===== src/rtl/bta_pkg.sv =====
package bta_pkg;
  typedef enum logic [1:0] {
    FS_IDLE = 2'd0,
    FS_HIGH = 2'd1,
    FS_LOW  = 2'd2
  } fetch_state_e;
endpackage


===== src/rtl/bta_rel_adder.sv =====
module bta_rel_adder #(
  parameter int ADDR_W  = 24,
  parameter int SHORT_W = 8,
  parameter int LONG_W  = 16
) (
  input  logic [ADDR_W-1:0] pc,
  input  logic [LONG_W-1:0] disp,
  input  logic              long_sel,
  output logic [ADDR_W-1:0] sum
);
  localparam int PAD_S = ADDR_W - SHORT_W;
  localparam int PAD_L = ADDR_W - LONG_W;

  logic [ADDR_W-1:0] ext_short;
  logic [ADDR_W-1:0] ext_long;
  logic [ADDR_W-1:0] offset;

  // sign extension of each displacement width
  assign ext_short = {{PAD_S{disp[SHORT_W-1]}}, disp[SHORT_W-1:0]};
  assign ext_long  = {{PAD_L{disp[LONG_W-1]}}, disp};
  assign offset    = long_sel ? ext_long : ext_short;
  // sum truncated to ADDR_W bits: wrap modulo 2^ADDR_W
  assign sum       = pc + offset;
endmodule


===== src/rtl/bta_ind_fetch.sv =====
module bta_ind_fetch
  import bta_pkg::*;
#(
  parameter int ADDR_W = 24,
  parameter int WORD_W = 16,
  parameter int PTR_W  = 8
) (
  input  logic              clk,
  input  logic              rst_n,
  input  logic              start,
  input  logic              adv,
  input  logic [PTR_W-1:0]  ptr,
  output logic              busy,
  output logic              mem_req,
  output logic [ADDR_W-1:0] mem_addr,
  input  logic              mem_valid,
  input  logic [WORD_W-1:0] mem_rdata,
  output logic              last_hit,
  output logic [ADDR_W-1:0] last_target
);
  localparam int                HI_W = ADDR_W - WORD_W;
  localparam logic [ADDR_W-1:0] STEP = ADDR_W'(WORD_W / 8);

  fetch_state_e      st_q, st_d;
  logic [ADDR_W-1:0] addr_q, addr_d;
  logic [HI_W-1:0]   hi_q, hi_d;
  logic              adv_q, adv_d;

  always_comb begin
    st_d   = st_q;
    addr_d = addr_q;
    hi_d   = hi_q;
    adv_d  = adv_q;
    unique case (st_q)
      FS_IDLE: begin
        if (start) begin
          addr_d = ADDR_W'(ptr);
          adv_d  = adv;
          hi_d   = '0;
          st_d   = adv ? FS_HIGH : FS_LOW;
        end
      end
      FS_HIGH: begin
        if (mem_valid) begin
          // top byte of the first word is dropped
          hi_d   = mem_rdata[HI_W-1:0];
          addr_d = addr_q + STEP;
          st_d   = FS_LOW;
        end
      end
      FS_LOW: begin
        if (mem_valid) st_d = FS_IDLE;
      end
      default: st_d = FS_IDLE;
    endcase
  end

  always_ff @(posedge clk or negedge rst_n) begin
    if (!rst_n) begin
      st_q   <= FS_IDLE;
      addr_q <= '0;
      hi_q   <= '0;
      adv_q  <= 1'b0;
    end else begin
      st_q   <= st_d;
      addr_q <= addr_d;
      hi_q   <= hi_d;
      adv_q  <= adv_d;
    end
  end

  assign busy        = (st_q != FS_IDLE);
  assign mem_req     = busy;
  assign mem_addr    = addr_q;
  assign last_hit    = (st_q == FS_LOW) && mem_valid;
  assign last_target = adv_q ? {hi_q, mem_rdata} : {{HI_W{1'b0}}, mem_rdata};

  // request and address are held until data arrives
  assert_req_hold_R8: assert property (@(posedge clk) disable iff (!rst_n)
    (mem_req && !mem_valid) |=> (mem_req && $stable(mem_addr)));

  // first read lies inside the pointer window
  assert_ptr_zero_ext_R5: assert property (@(posedge clk) disable iff (!rst_n)
    (!busy && start) |=> (mem_req && mem_addr[ADDR_W-1:PTR_W] == '0));

  // the second wide-mode read follows the first by one word
  assert_second_addr_R7: assert property (@(posedge clk) disable iff (!rst_n)
    (st_q == FS_HIGH && mem_valid) |=> (mem_req && mem_addr == $past(mem_addr) + STEP));
endmodule


===== src/rtl/branch_target_gen.sv =====
module branch_target_gen #(
  parameter int ADDR_W  = 24,
  parameter int WORD_W  = 16,
  parameter int PTR_W   = 8,
  parameter int SHORT_W = 8
) (
  input  logic              clk,
  input  logic              rst_n,
  input  logic              cmd_valid,
  output logic              cmd_ready,
  input  logic              cmd_indirect,
  input  logic              cmd_long_disp,
  input  logic              cmd_adv,
  input  logic [ADDR_W-1:0] cmd_pc,
  input  logic [WORD_W-1:0] cmd_disp,
  output logic              mem_req,
  output logic [ADDR_W-1:0] mem_addr,
  input  logic              mem_valid,
  input  logic [WORD_W-1:0] mem_rdata,
  output logic              done,
  output logic [ADDR_W-1:0] target,
  output logic              target_odd
);
  logic              accept;
  logic              fetch_busy;
  logic              fetch_last;
  logic [ADDR_W-1:0] fetch_target;
  logic [ADDR_W-1:0] rel_sum;
  logic              done_q, odd_q;
  logic [ADDR_W-1:0] target_q;

  assign cmd_ready = !fetch_busy;
  assign accept    = cmd_valid && cmd_ready;

  bta_rel_adder #(
    .ADDR_W (ADDR_W),
    .SHORT_W(SHORT_W),
    .LONG_W (WORD_W)
  ) rel_i (
    .pc      (cmd_pc),
    .disp    (cmd_disp),
    .long_sel(cmd_long_disp),
    .sum     (rel_sum)
  );

  bta_ind_fetch #(
    .ADDR_W(ADDR_W),
    .WORD_W(WORD_W),
    .PTR_W (PTR_W)
  ) fetch_i (
    .clk        (clk),
    .rst_n      (rst_n),
    .start      (accept && cmd_indirect),
    .adv        (cmd_adv),
    .ptr        (cmd_disp[PTR_W-1:0]),
    .busy       (fetch_busy),
    .mem_req    (mem_req),
    .mem_addr   (mem_addr),
    .mem_valid  (mem_valid),
    .mem_rdata  (mem_rdata),
    .last_hit   (fetch_last),
    .last_target(fetch_target)
  );

  always_ff @(posedge clk or negedge rst_n) begin
    if (!rst_n) begin
      done_q   <= 1'b0;
      odd_q    <= 1'b0;
      target_q <= '0;
    end else begin
      done_q <= 1'b0;
      if (accept && !cmd_indirect) begin
        target_q <= rel_sum;
        odd_q    <= rel_sum[0];
        done_q   <= 1'b1;
      end else if (fetch_last) begin
        target_q <= fetch_target;
        odd_q    <= fetch_target[0];
        done_q   <= 1'b1;
      end
    end
  end

  assign done       = done_q;
  assign target     = target_q;
  assign target_odd = odd_q;

  assert_rel_latency_R4: assert property (@(posedge clk) disable iff (!rst_n)
    (accept && !cmd_indirect) |=> (done && cmd_ready));

  assert_odd_flag_R10: assert property (@(posedge clk) disable iff (!rst_n)
    done |-> (target_odd == target[0]));

  assert_ind_done_R9: assert property (@(posedge clk) disable iff (!rst_n)
    $fell(mem_req) |-> done);

  assert_busy_blocks_R11: assert property (@(posedge clk) disable iff (!rst_n)
    (mem_req && !mem_valid) |=> !cmd_ready);
endmodule


===== config.mk =====
export PLATFORM = sky130hd
export DESIGN_NAME = branch_target_gen
export DESIGN_NICKNAME = d
export VERILOG_FILES = /design/src/rtl/bta_pkg.sv /design/src/rtl/bta_rel_adder.sv /design/src/rtl/bta_ind_fetch.sv /design/src/rtl/branch_target_gen.sv
export SDC_FILE = /design/constraint.sdc
export NUM_CORES = 1
export LEC_CHECK = 0
export BUFFER_PORTS_ARGS = -buffer_cell sky130_fd_sc_hd__buf_2
export CORE_MARGIN = 2
export CORE_UTILIZATION = 53
export DETAILED_ROUTE_END_ITERATION = 7
export PLACE_DENSITY = 0.81
export SYNTH_ARGS = -nofsm -noshare
export SYNTH_HDL_FRONTEND = slang
export SYNTH_SLANG_ARGS = --single-unit

===== constraint.sdc =====
create_clock -name clk -period 2.65 [get_ports clk]
set_clock_uncertainty 0.15 [all_clocks]
set_input_delay 0 -clock clk [delete_from_list [all_inputs] [get_ports clk]]
set_output_delay 0 -clock clk [all_outputs]
set_load 0.05 [all_outputs]

; After elaboration in Yosys (flattened, before gate mapping)
; Cells that the tools add are included.
[totals]
output_inout_bits = 52
reg_bits = 61
word_cells = 46
[classes]
n_addsub = 2
eq_ne = 5
muxes = 19
reduce_logical = 13
[ops]
columns = cell, count
row1 = 24-bit two-way mux, 6
row2 = 24-bit case mux with 2 select lines, 1
row3 = "24-bit by 2-bit adder with 24-bit output, second input constant", 1
row4 = 24-bit adder, 1
row5 = 8-bit two-way mux, 2
row6 = 8-bit case mux with 2 select lines, 1
row7 = 2-bit two-way mux, 4
row8 = 2-bit case mux with 3 select lines, 1
row9 = 3-bit AND reduction, 2
row10 = 2-bit nonzero test, 3
row11 = 1-bit logical AND, 4
row12 = 1-bit two-way mux, 4
row13 = "2-bit inequality test, second input constant", 2
row14 = "2-bit by 1-bit == test with 1-bit output, second input constant", 1
row15 = "2-bit == test, second input constant", 1
row16 = 1-bit zero test, 2
row17 = 2-bit zero test, 1
row18 = "2-bit by 1-bit inequality test with 1-bit output, second input constant", 1
row19 = 2-bit AND reduction, 1

; Logic depth before layout (Yosys ltp)
[depth]
word_depth = 6
ltp_mapped = 13
depth_no_buf = 10

; Cells and area by module
; Synthesis repeated with hierarchy kept, for this count alone.
[hier_totals]
hier_cells = 470
area_unflattened_um2 = 4470.5
[by_module_without_submodules]
columns = module, cells_per_inst, area_each_um2, n_inst, seq_area_each_um2
row1 = bta_ind_fetch, 212, 1940.6, 1, 875.8
row2 = branch_target_gen, 84, 1336.3, 1, 625.6
row3 = bta_rel_adder, 174, 1193.6, 1, 0.0

; Worst setup path before layout
; Ideal clock, no wire load.
[synth_timing]
path_kind = input port to flip-flop
from = input cmd_long_disp
to = register target_q[20], in the netlist target[20]
cell_stages = 12
n_path_buf = 2
setup_slack_ns = -0.018
arrival_time_ns = 2.380
required_time_ns = 2.362
cell_sequence = clkbuf_1 > nand2b_1 > clkbuf_1 > nand2_1 > ha_1 > nand2_1 > o21ai_0 > o41a_1 > or2_2 > o22ai_1 > mux2i_1 > o211ai_1
[synth_via]
elab_chain_cells = 3
[synth_rtl]
columns = item, line
row1 = "start, declared", branch_target_gen.sv:12  ; input logic cmd_long_disp,
row2 = 24-bit two-way mux, bta_rel_adder.sv:21  ; assign offset = long_sel ? ext_long : ext_short;
row3 = 24-bit adder, bta_rel_adder.sv:23  ; assign sum = pc + offset;
row4 = 24-bit two-way mux, branch_target_gen.sv:72  ; if (accept && !cmd_indirect) begin
row5 = "end signal, assigned", branch_target_gen.sv:73  ; target_q <= rel_sum;
row6 = "end signal, assigned", branch_target_gen.sv:77  ; target_q <= fetch_target;
row7 = "end, declared", branch_target_gen.sv:30  ; logic [ADDR_W-1:0] target_q;
; Every way passes these cells.
; A chain may end at the register's enable or synchronous reset.

; Worst setup path after layout
[layout_timing]
from = input cmd_disp[2]
to = register target_q[18], in the netlist target[18]
[layout_via]
elab_chain_cells = 3
[layout_rtl]
columns = item, line
row1 = "start, declared", branch_target_gen.sv:15  ; input logic [WORD_W-1:0] cmd_disp,
row2 = 24-bit two-way mux, bta_rel_adder.sv:21
row3 = 24-bit adder, bta_rel_adder.sv:23
row4 = 24-bit two-way mux, branch_target_gen.sv:72
; Every way passes these cells.

==> key figures <==
Logic synthesis
  – Area leader, netlist: dfrtp_1
  – Synth Instances: 477
  – Synth top area share: 37.0%
  – Netlist area before placement: 0.00406 mm2
  – Post-Synthesis Net Count: 565
  – Syn_area_per_cell: 8.51 um2
  – Cell variety after synth: 56
  – Synth Flop Type: dfrtp_1
  – Register area share after synthesis: 37.0%
  – Yosys reg bits: 60
  – Number of flops mapped to enable cells by yosys: 0
  – Ys async rst share: 100%
  – YS warnings: 0
  – Top cells by area, synth: dfrtp_1, nand2_1, ha_1

Power
  – Pwr dens: 802 mW/mm2
  – LEAKAGE: 2.69 nW
  – Design Power: 4.31 mW
  – Worst vdd ir: 0.473 mV

Placement
  – GP Congestion: 0.953
  – Hpwl dp: 8770 um
  – PortBufs: 114

Global route
  – Largest net degree at the start of global routing: 36
  – Vias in the first global route: 4296
  – Initial antenna violation count: 0
  – First-pass GRT wire length: 20100 um
  – Grt ovf: 0
  – Gr usage total: 30.0%

Setup path
  – Crit path DAT: 2.63 ns
  – Max FO, Critical Path: 4
  – CP Capture Type: register
  – Required @ worst endpoint: 2.71 ns
  – Register-to-register setup slack: 0.32 ns
  – CP Launch Type: primary input
  – Crit Path Class: in2reg

Routing
  – Routed wire length: 12500 um
  – Initial DRT Pass Iterations: 5
  – Routed Antenna Nets: 0
  – Wire per inst: 16.9 um
  – DRC: 0
  – Vias/cell: 5.83
  – Detailed Route Iter0 Violations: 284
  – Vias: 4303

Clock network
  – Clk slew on worst S/H paths: 0.07 ns
  – CTS tree: done
  – Root Driver: clkbuf_8
  – Cts bufs inserted: 9
  – Htree depth: 3
  – Latest clock arrival within the worst-skew pair: 0.34 ns
  – Clock buffer depth: 2
  – CTS sink cnt: 60

Run
  – Max-cap viol count: 0

Cells and area
  – Share of layout cells above drive strength 1: 26.3%
  – Nets: 722
  – ANT cells: 0
  – Area Overhead vs Synth: 32.3%
  – # fillers: 533

Timing
  – Max-slew headroom: 41.2%
  – Fmax: 0.389 GHz
  – Worst Tran Pin Value: 0.881 ns
  – Hold slack: 0.0344 ns
  – Fin crit period: 2.57 ns
  – Period utilisation layout: 97.1%
  – Setup tns final: 0 ns
  – Final Hold Vio Count: 0
  – Max Slew Vio Count: 0
  – Final setup fails: 0
  – RSZ-0062 raised after global routing: false

Hold path
  – HP Class: in2reg

Floorplan
  – Initial core utilization: 55.4%
  – FP Rows: 31
  – DIE WIDTH: 91.5 um
  – Full die area: 0.00837 mm2
  – Core ar.: 0.00733 mm2
  – Die Ht: 91.5 um
  – I/O pins: 115

Outcome
  – Status: finished clean
==> flip-flops by register name, indices dropped and copies added (netlist names) <==
signal            cells
fetch_i.mem_addr     24
fetch_i.adv_q         1
fetch_i.st_q          2
fetch_i.hi_q          8
target               24
done                  1
==> metal layers <==
layer,share of wire (%),vias to the layer above,global-route usage (%)
li1,-,2012,-
met1,40,2051,37.0
met2,50,212,52.8
met3,7.4,28,5.31
met4,2.4,0,9.85
met5,0,-,0
==> critical path: stages <==
cell and delay, ns:
dlygate4sd3_1 0.54, buf_2 0.15, ha_4 0.23, nor2b_2 0.16
o31a_1 0.37, o31ai_4 0.34, a2111oi_4 0.14, buf_4 0.17
o31a_1 0.28, a32oi_1 0.18, o21ai_1 0.08
==> synth_stat cells (9+ instances only) <==
master,number
nor2_1,46
nand2_1,90
dfrtp_1,60
xor2_1,16
a21oi_1,29
and3_1,9
o21ai_0,24
nand3_1,18
ha_1,24
xnor2_1,13
clkbuf_1,17
inv_1,13
nand4_1,11
==> cell families after synthesis <==
family | share of synthesized area (%)
and+or+nand+nor | 24.4
xor gates and xnor gates | 6.26
adders and majority gates | 7.89
DFF | 37.0
muxes | 2.53
AOI/OAI and AO/OA | 18.5
buffers and inverters | 3.42
==> cells in the final DEF (no fill, tap or decap), drive strengths merged, types with 5 or more instances in the layout <==
cell type,count
mux2i,8
dlygate4sd3,30
xor2,16
nand4,12
clkbuf,12
and3,9
dfrtp,60
xnor2,13
buf,136
ha,24
nand3,18
a31oi,8
nor2,46
or3,5
inv,13
nor3,7
a211oi,5
o21ai,27
nand2,90
a21oi,29
==> through the flow <==
| step | utilization, % | instance area [um2] | std cells | setup slack, ns |
|---|---|---|---|---|
| after floorplan | - | 4060 | 477 | 0.0164 |
| after global placement | 65.7 | 4820 | 690 | -0.0152 |
| after detailed placement | 65.7 | 4820 | 690 | -0.0817 |
| after CTS | 72.6 | 5320 | 736 | 0.119 |
| after global routing | 73.3 | 5370 | 738 | 0.00896 |
| final | 73.3 | 5370 | 738 | 0.0775 |
==> report_power, final <==
group	internal [mW]	leakage (nW)	switching (mW)	total [mW]
Sequential	1.15	0.766	0.196	1.34
Combinational	0.612	1.82	1.49	2.10
Clock	0.483	0.102	0.377	0.860
==> final cells by class <==
type / count / area [um2] / area share [%]
tap: 99 / 124 / 2.31
multi-input combinational: 384 / 2460 / 45.8
inverter: 13 / 48.8 / 0.909
sequential: 60 / 1500 / 28.0
timing repair buffer: 166 / 1040 / 19.3
clock inverter: 4 / 47.5 / 0.885
clock buffer: 12 / 155 / 2.89
==> path summary, 6_finish.rpt <==
| path | startpoint | end | cells past startpoint |
|---|---|---|---|
| min | cmd_pc[2] | target[2]$_DFFE_PN0P_ | 5 |
| min reg2reg | fetch_i.hi_q[0]$_DFFE_PN0P_ | fetch_i.hi_q[0]$_DFFE_PN0P_ | 2 |
| max reg2reg | fetch_i.st_q[0]$_DFFE_PN0P_ | fetch_i.mem_addr[21]$_DFFE_PN0P_ | 6 |
| min in group asynchronous | rst_n | fetch_i.mem_addr[6]$_DFFE_PN0P_ | 2 |
| max | cmd_disp[2] | target[18]$_DFFE_PN0P_ | 11 |
| max in group asynchronous | rst_n | fetch_i.mem_addr[12]$_DFFE_PN0P_ | 3 |
==> timing repair <==
item                                    in CTS  in global routing
endpoints found under the setup margin       0                  5
buffers inserted                             0                  2
resized for setup                            0                  7
endpoints found under the hold margin       69                  0
hold buffers                                30                  0
(Power assumes the default switching activity.)
